**src/rtl/irv_pkg.sv**
```systemverilog
package irv_pkg;
  localparam int XLEN = 64;

  typedef enum logic [1:0] {
    GEN_OLDEST  = 2'd0,
    GEN_CLASSIC = 2'd1,
    GEN_NEWEST  = 2'd2,
    GEN_UNSUP   = 2'd3
  } gen_e;

  typedef enum logic [1:0] {
    CLS_NORMAL  = 2'd0,
    CLS_NOREL   = 2'd1,
    CLS_SCV     = 2'd2,
    CLS_RSVD    = 2'd3
  } cls_e;

  localparam logic [XLEN-1:0] OFS_MODE2   = 64'h0000_0000_0001_8000;
  localparam logic [XLEN-1:0] OFS_MODE3   = 64'hC000_0000_0000_4000;
  localparam logic [XLEN-1:0] SCV_HIGH    = 64'hC000_0000_0000_3000;
  localparam logic [XLEN-1:0] SCV_LOW     = 64'h0000_0000_0001_7000;

  // Normalise the location field: value 1 is always reserved,
  // value 2 is reserved in the newest generation.
  function automatic logic [1:0] norm_loc(input gen_e g, input logic [1:0] l);
    logic [1:0] r;
    r = l;
    if (l == 2'd1) r = 2'd0;
    if (g == GEN_NEWEST && l == 2'd2) r = 2'd0;
    return r;
  endfunction

  // Vector construction for a given class and effective mode.
  function automatic logic [XLEN-1:0] build_vec(input cls_e c, input logic [1:0] m,
                                                input logic [XLEN-1:0] b);
    logic [XLEN-1:0] v;
    v = b;
    if (c == CLS_SCV) begin
      v = (m == 2'd3) ? (b | SCV_HIGH) : (b | SCV_LOW);
    end else if (c == CLS_NORMAL) begin
      case (m)
        2'd2:    v = b + OFS_MODE2;
        2'd3:    v = b | OFS_MODE3;
        default: v = b;
      endcase
    end
    return v;
  endfunction
endpackage

```
**src/rtl/irv_mode_core.sv**
```systemverilog
module irv_mode_core
  import irv_pkg::*;
(
  input  gen_e       gen,
  input  cls_e       cls,
  input  logic [1:0] loc,
  input  logic       hv_en,
  input  logic       radix,
  input  logic       ir,
  input  logic       dr,
  input  logic       cur_hv,
  input  logic       new_hv,
  output logic [1:0] eff_mode,
  output logic       xlate_on,
  output logic       hv_change
);
  logic [1:0] loc_n;
  logic [1:0] reg_mode;
  logic [1:0] hyp_mode;
  logic       relocatable;

  assign loc_n       = norm_loc(gen, loc);
  assign xlate_on    = ir & dr;
  assign hv_change   = new_hv ^ cur_hv;
  assign relocatable = (cls == CLS_NORMAL) || (cls == CLS_SCV);

  always_comb begin
    reg_mode = 2'd0;
    hyp_mode = 2'd0;
    case (gen)
      GEN_CLASSIC: begin
        reg_mode = loc_n;
        hyp_mode = loc_n;
        if (!xlate_on) begin
          reg_mode = 2'd0;
          hyp_mode = 2'd0;
        end else if (new_hv && !cur_hv && !radix) begin
          hyp_mode = 2'd0;
        end
      end
      GEN_NEWEST: begin
        reg_mode = loc_n;
        hyp_mode = hv_en ? 2'd3 : 2'd0;
        if (!hv_change && !xlate_on) begin
          reg_mode = 2'd0;
          hyp_mode = 2'd0;
        end
      end
      default: begin
        reg_mode = 2'd0;
        hyp_mode = 2'd0;
      end
    endcase
    if (!relocatable) begin
      reg_mode = 2'd0;
      hyp_mode = 2'd0;
    end
  end

  assign eff_mode = new_hv ? hyp_mode : reg_mode;
endmodule

```
**src/rtl/irv_vec_build.sv**
```systemverilog
module irv_vec_build
  import irv_pkg::*;
(
  input  cls_e            cls,
  input  logic [1:0]      mode,
  input  logic [XLEN-1:0] base,
  output logic [XLEN-1:0] vec,
  output logic [1:0]      force_bits
);
  assign vec        = build_vec(cls, mode, base);
  assign force_bits = (mode != 2'd0) ? 2'b11 : 2'b00;
endmodule

```
**src/rtl/irv_out_reg.sv**
```systemverilog
module irv_out_reg #(
  parameter int W = 8
) (
  input  logic         clk,
  input  logic         rst_n,
  input  logic         en,
  input  logic [W-1:0] d,
  output logic [W-1:0] q
);
  always_ff @(posedge clk or negedge rst_n) begin
    if (!rst_n)  q <= '0;
    else if (en) q <= d;
  end
endmodule

```
**src/rtl/irq_vec_reloc.sv**
```systemverilog
module irq_vec_reloc
  import irv_pkg::*;
(
  input  logic        clk,
  input  logic        rst_n,
  input  logic        in_valid,
  input  logic [1:0]  gen_sel,
  input  logic [1:0]  loc_field,
  input  logic        hv_loc_en,
  input  logic        radix_host,
  input  logic        cur_ir,
  input  logic        cur_dr,
  input  logic        cur_hv,
  input  logic        new_hv,
  input  logic [1:0]  irq_class,
  input  logic [63:0] base_vec,
  output logic [63:0] vec_out,
  output logic [1:0]  loc_mode_out,
  output logic [1:0]  xlate_force_out
);
  localparam int PACK_W = XLEN + 4;

  gen_e            gen;
  cls_e            cls;
  logic [1:0]      eff_mode;
  logic            xlate_on;
  logic            hv_change;
  logic [XLEN-1:0] vec_d;
  logic [1:0]      force_d;
  logic [PACK_W-1:0] pack_d;
  logic [PACK_W-1:0] pack_q;

  assign gen = gen_e'(gen_sel);
  assign cls = cls_e'(irq_class);

  irv_mode_core u_mode (
    .gen       (gen),
    .cls       (cls),
    .loc       (loc_field),
    .hv_en     (hv_loc_en),
    .radix     (radix_host),
    .ir        (cur_ir),
    .dr        (cur_dr),
    .cur_hv    (cur_hv),
    .new_hv    (new_hv),
    .eff_mode  (eff_mode),
    .xlate_on  (xlate_on),
    .hv_change (hv_change)
  );

  irv_vec_build u_vec (
    .cls        (cls),
    .mode       (eff_mode),
    .base       (base_vec),
    .vec        (vec_d),
    .force_bits (force_d)
  );

  assign pack_d = {vec_d, eff_mode, force_d};

  irv_out_reg #(.W(PACK_W)) u_oreg (
    .clk   (clk),
    .rst_n (rst_n),
    .en    (in_valid),
    .d     (pack_d),
    .q     (pack_q)
  );

  assign vec_out         = pack_q[PACK_W-1:4];
  assign loc_mode_out    = pack_q[3:2];
  assign xlate_force_out = pack_q[1:0];
endmodule

```
**config.mk**
```make
export PLATFORM = sky130hd
export DESIGN_NAME = irq_vec_reloc
export DESIGN_NICKNAME = d
export VERILOG_FILES = /design/src/rtl/irv_pkg.sv /design/src/rtl/irv_mode_core.sv /design/src/rtl/irv_vec_build.sv /design/src/rtl/irv_out_reg.sv /design/src/rtl/irq_vec_reloc.sv
export SDC_FILE = /design/constraint.sdc
export NUM_CORES = 1
export LEC_CHECK = 0
export ABC_AREA = 1
export BUFFER_PORTS_ARGS = -buffer_cell sky130_fd_sc_hd__buf_4
export CAP_MARGIN = 10
export CORE_ASPECT_RATIO = 1.1
export CORE_MARGIN = 4
export CORE_UTILIZATION = 45
export DETAILED_ROUTE_END_ITERATION = 8
export PLACE_DENSITY = 0.74
export REMOVE_ABC_BUFFERS = 1
export SLEW_MARGIN = 0
export SYNTH_ARGS = -nofsm -noshare
export SYNTH_HDL_FRONTEND = slang
export SYNTH_SLANG_ARGS = --single-unit
```
**constraint.sdc**
```tcl
create_clock -name clk -period 1.7 [get_ports clk]
set_input_delay 0.34 -clock clk [delete_from_list [all_inputs] [get_ports clk]]
set_output_delay 0.34 -clock clk [all_outputs]
set_load 0.05 [all_outputs]
```
After elaboration in Yosys (flattened, before gate mapping)
Cells that the tools add are included.
Widths: inputs -> output; s select.
- flip-flop bits (word level): 68
- bits of input ports: 79
- logic and storage cells: 40
- $add $sub $neg: 1
- equal/unequal tests: 7
- multiplexer cells: 18
- bitwise gates (word level): 2
- reduce and logical (&&, ||, !) cells: 11
- operator list (kind ; number):
    $mux 64 ; 3
    $pmux 64 s2 ; 1
    $add 64x17->64 const B ; 1
    $mux 2 ; 12
    $eq 2x2->1 const B ; 5
    $pmux 2 s2 ; 2
    $eq 2x1->1 const B ; 2
    $logic_and 1x1->1 ; 4
    $logic_not 1->1 ; 4
    $logic_not 2->1 ; 1
    $reduce_bool 2->1 ; 1
    $and 1x1->1 ; 1
    $logic_or 1x1->1 ; 1
    $xor 1x1->1 ; 1

Depth between registers and ports, before layout
- depth after elaboration: 12
- depth in mapped cells: 15
- gate-level depth less buffers: 14

By module
Synthesis repeated with hierarchy kept, for this count alone.
- cell total of the unflattened synthesis: 679
- area total of the unflattened synthesis: 4658.2 um2
- by module, submodules not included (module ; instances ; cells each ; area an instance (um2) ; seq. area each (um2)):
    irv_out_reg ; 1 ; 288 ; 2576.2 ; 1701.6
    irv_vec_build ; 1 ; 351 ; 1888.1 ; 0.0
    irv_mode_core ; 1 ; 40 ; 193.9 ; 0.0

Worst setup path before layout
Ideal clock, no wire load.
- path type: input port to flip-flop
- start point: in cur_hv
- end point: reg u_oreg.q[64]
- library setup time: 0.118 ns
- arrival time: 1.636 ns
- data required time: 1.582 ns
- slack: -0.053 ns
- cell stages on the path: 13
- path buffers: 1
- cell sequence: inv_1 ha_1 nand2_2 nand3_1 nand3_2 nand3_2 nor2_4 buf_6 nand3_1 nand2_1 nand2_1 nand2_1 nand2_1
- cells in the longest elaborated chain, start to end: 12
- RTL lines (element ; line ; RTL):
    start: declaration ; irq_vec_reloc.sv:13 ; input logic cur_hv,
    $logic_not 1->1 ; irv_mode_core.sv:37 ; end else if (new_hv && !cur_hv && !radix) begin
    $logic_and 1x1->1 (2 in a row) ; irv_mode_core.sv:37 ;
    $mux 2 ; irv_mode_core.sv:37 ;
    $mux 2 ; irv_mode_core.sv:34 ; if (!xlate_on) begin
    $pmux 2 s2 ; irv_mode_core.sv:30 ; case (gen)
    $mux 2 ; irv_mode_core.sv:54 ; if (!relocatable) begin
    $mux 2 (*) ; irv_mode_core.sv:60 ; assign eff_mode = new_hv ? hyp_mode : reg_mode;
    $eq 2x2->1 ; irv_pkg.sv:41 ; case (m)
    $pmux 64 s2 (*) ; irv_pkg.sv:41 ;
    $mux 64 (*) ; irv_pkg.sv:40 ; end else if (c == CLS_NORMAL) begin
    $mux 64 (*) ; irv_pkg.sv:38 ; if (c == CLS_SCV) begin
    end signal: assignment ; irv_out_reg.sv:11 ; if (!rst_n) q <= '0;
    end signal: assignment ; irv_out_reg.sv:12 ; else if (en) q <= d;
    end: declaration ; irv_out_reg.sv:8 ; output logic [W-1:0] q
Every way passes the cells marked *; elsewhere a longest branch is shown, timed or not.
A chain may end at the register's enable or synchronous reset.

Final worst setup path
- start point: in cur_hv
- end point: reg u_oreg.q[36]
Same word-level chain as after synthesis.

==> out/metrics.csv <==
metric,value,unit
worst clock skew,0,ns
n_diodes,0,
status,"finished, final reports clean",
largest reg by FF count,u_oreg.q,
Tcrit/Tclk final,99.31,%
crit-path max FO,7,
WP buf/inv,5,
H-tree depth,3,
Final Max Tran Viols,0,
Yosys cell types,37,
Max VDD drop,365.7,uV
Top Registers,u_oreg.q (67),
cell count after synthesis,700,
CP dominant cell by count,nand2_2,
final WL,17.31,mm
io pins,147,
top cell family by delay on the critical path,simple AND/OR/NAND/NOR gates,
GR Overflow Total,0,
Synthesis Warnings,0,
Post-Syn Area,4716,um^2
"flops & latches, synth",67,
antenna violations before repair,0,
Finished Cell Area,7117,um^2
layout cells sized above 1,35.43,%
post-DP HPWL,12.99,mm
Worst-Margin Slew,0.4760,ns
largest net degree at the start of global routing,67,
Setup-failing EPs final,0,
Die Height,115.4,um
pwr/cell area,683.5,nW/um^2
critical path cell sequence,buf_4 -> inv_2 -> ha_4 -> nand2_4 -> a21oi_2 -> nand2_2 -> nand2_2 -> inv_2 -> nor2_4 -> buf_12 -> buf_4 -> nand2_2 -> o21bai_2 -> nand3_1 -> nand2_1,
die area,12180,um^2
Clock Path Buffers,2,
clk slew on worst S/H paths,0.08,ns
max reg flops,67,
leak pwr,0.003677,uW
Critical Path RT,2.00,ns
Max-cap violations,0,
Worst Setup End Kind,flip-flop,
fin nets,1015,
Slew HR,68.02,%
Final ANT Viol Nets,0,
initial DRC count,384,
area grow syn2layout,50.92,%
WL/cell,16.07,um
# clock sinks,67,
Placer Congestion,0.9486,
number of synthesized flops with an enable pin,0,
Inserted Clock Buffers,9,
DR vias,5517,
Avg Inst Size Synth,6.737,um^2
"slowest stage delay, CP",0.26,ns
TNS Setup,0,ns
ys flop type,dfrtp_1,
Root Buffer,clkbuf_8,
chip width,105.6,um
Slowest cell on crit path,ha_4,
critical path data arrival time,1.98,ns
WS Path Type,input pin to flip-flop,
first-pass iteration count of the detailed router,5,
highest clock rate,592.3,MHz
drt drc,0,
Rows,38,
count of non-filler cells in the finished layout,1077,
placed inst area,6608,um^2
initial cell density of the core,47.01,%
Async SR Flop Fraction,100.0,%
"Hold Vio Cnt, Final",0,
vias per inst,5.123,
crit path launch type,input pin,
placed cell count,1053,
worst hold path class,input pin to flip-flop,
"Seq/Total Area, Yosys",35.55,%
GRT Total Usage,27.83,%
number of global-route vias before repair,5371,
CTS tree,done,
RSZ-0062 raised after global routing,true,
later-pin clock latency in the skew report,0.35,ns
min cycle time layout,1.688,ns
CORE AREA,10030,um^2
first-pass GRT wire length,26.91,mm
Port-buffer cells,146,
==> stage by stage <==
step | utilization (%) | power, uW | hold slack [ns] | setup WS (ns)
CTS | 68.03 | 4841 | 0.1740 | 0.02630
global placement | 65.86 | 3409 | 0.2843 | -0.4086
detailed placement | 65.86 | 3429 | 0.2969 | -0.3974
floorplan | - | 2683 | 0.04441 | -0.6383
finish | 70.94 | 4864 | 0.1814 | 0.01171
global route | 70.94 | 5093 | 0.1826 | -0.08460
==> Yosys cell counts (3+ instances only) <==
cell / n / share of area (%)
nor3_4: 3 / 1.0
clkbuf_1: 10 / 0.80
inv_2: 4 / 0.32
o21ai_1: 5 / 0.53
xor2_1: 4 / 0.74
nor2_4: 9 / 2.1
o21ai_0: 5 / 0.53
nor2_2: 7 / 0.93
nor2_1: 60 / 4.8
nand3_1: 77 / 8.2
dfrtp_1: 67 / 36
nand4_1: 33 / 4.4
inv_1: 78 / 6.2
nor3_1: 16 / 1.7
a21oi_1: 11 / 1.2
nand3b_1: 8 / 1.3
xnor2_1: 4 / 0.74
o21bai_1: 5 / 0.80
a31oi_1: 6 / 0.80
nand2_2: 9 / 1.2
nand2_1: 246 / 20
buf_2: 7 / 0.74
ha_1: 4 / 1.1
nor3_2: 4 / 0.85
==> worst reg2reg max path, cell delays in order (launching register included) <==
cell      delay, ns
dfrtp_1        0.39
inv_1          0.06
nor2_1         0.04
o21bai_1       0.16
==> worst paths after layout <==
| check | start | slack, ns | cells past startpoint | end |
|---|---|---|---|---|
| max | cur_hv | 0.01 | 15 | u_oreg.q[36]$_DFFE_PN0P_ |
| min | base_vec[7] | 0.18 | 3 | u_oreg.q[11]$_DFFE_PN0P_ |
| max reg2reg | u_oreg.q[40]$_DFFE_PN0P_ | 0.94 | 3 | u_oreg.q[40]$_DFFE_PN0P_ |
| min in group asynchronous | rst_n | 0.44 | 2 | u_oreg.q[66]$_DFFE_PN0P_ |
| min reg2reg | u_oreg.q[5]$_DFFE_PN0P_ | 0.47 | 2 | u_oreg.q[5]$_DFFE_PN0P_ |
| max in group asynchronous | rst_n | 0.69 | 3 | u_oreg.q[14]$_DFFE_PN0P_ |
==> metal layers <==
metal / GRT usage, % / wire, um / vias up
met5: 0 / 0 / -
met4: 9.154 / 369 / 0
met3: 4.043 / 1111 / 28
met2: 47.41 / 8385 / 203
met1: 36.64 / 7439 / 2567
li1: - / - / 2719
==> layout by cell type, fill, tap and decap left out, types with 2 or more instances in the layout <==
cell / synthesis / final
nand3_4: 1 / 5
nand2_4: 2 / 4
o211ai_1: 2 / 2
buf_6: 2 / 3
nand3b_1: 8 / 8
o21ai_0: 5 / 4
a21oi_1: 11 / 10
clkbuf_8: 0 / 10
a31oi_1: 6 / 6
o21bai_1: 5 / 5
nand3_2: 2 / 3
a21oi_2: 1 / 2
buf_12: 0 / 5
clkinv_2: 0 / 2
xor2_1: 4 / 4
ha_4: 0 / 3
nor2_2: 7 / 4
clkbuf_16: 0 / 2
nor2_1: 60 / 56
nand2_2: 9 / 14
clkinv_4: 0 / 2
nor2_4: 9 / 16
xnor2_1: 4 / 4
o21ai_1: 5 / 6
nand4_1: 33 / 33
nor3_2: 4 / 6
buf_4: 1 / 232
nand2_1: 246 / 238
inv_2: 4 / 9
nor3_4: 3 / 3
dfrtp_1: 67 / 67
nand3_1: 77 / 72
inv_1: 78 / 73
nor3_1: 16 / 14
==> cells by family (layout without fill, tap and decap cells) <==
kind of cell / Yosys count / in the layout / share of synthesized area [%]
simple gates: 480 / 480 / 48.32
buf+inv: 104 / 341 / 8.862
flops: 67 / 67 / 35.55
compound gates: 37 / 37 / 4.723
xor+xnor: 8 / 8 / 1.486
fa+ha+maj: 4 / 4 / 1.061
==> what timing repair did <==
item | 4_1_cts | 5_1_grt
hold buffers | 1 | 0
gates resized for setup | 1 | 48
gates cloned | 0 | 2
hold endpoints to repair | 25 | 0
setup endpoints to repair | 1 | 32
setup buffers | 0 | 5
pin swaps | 0 | 20
==> layout make-up <==
| cell class | instances | area (um^2) |
|---|---|---|
| Timing Repair Buffer | 243 | 1936 |
| Fill cell | 868 | 2915 |
| Sequential cell | 67 | 1677 |
| Inverter | 82 | 307.8 |
| Clock buffer | 10 | 137.6 |
| Multi-Input combinational cell | 529 | 2819 |
| Clock inverter | 6 | 65.06 |
| Tap cell | 140 | 175.2 |
==> power breakdown <==
part	internal, uW	total (uW)	switching [uW]
clock	718	1410	696
combinational	571	1630	1060
sequential	1730	1820	85.4
Note: power is estimated with default switching activity, not from simulation.
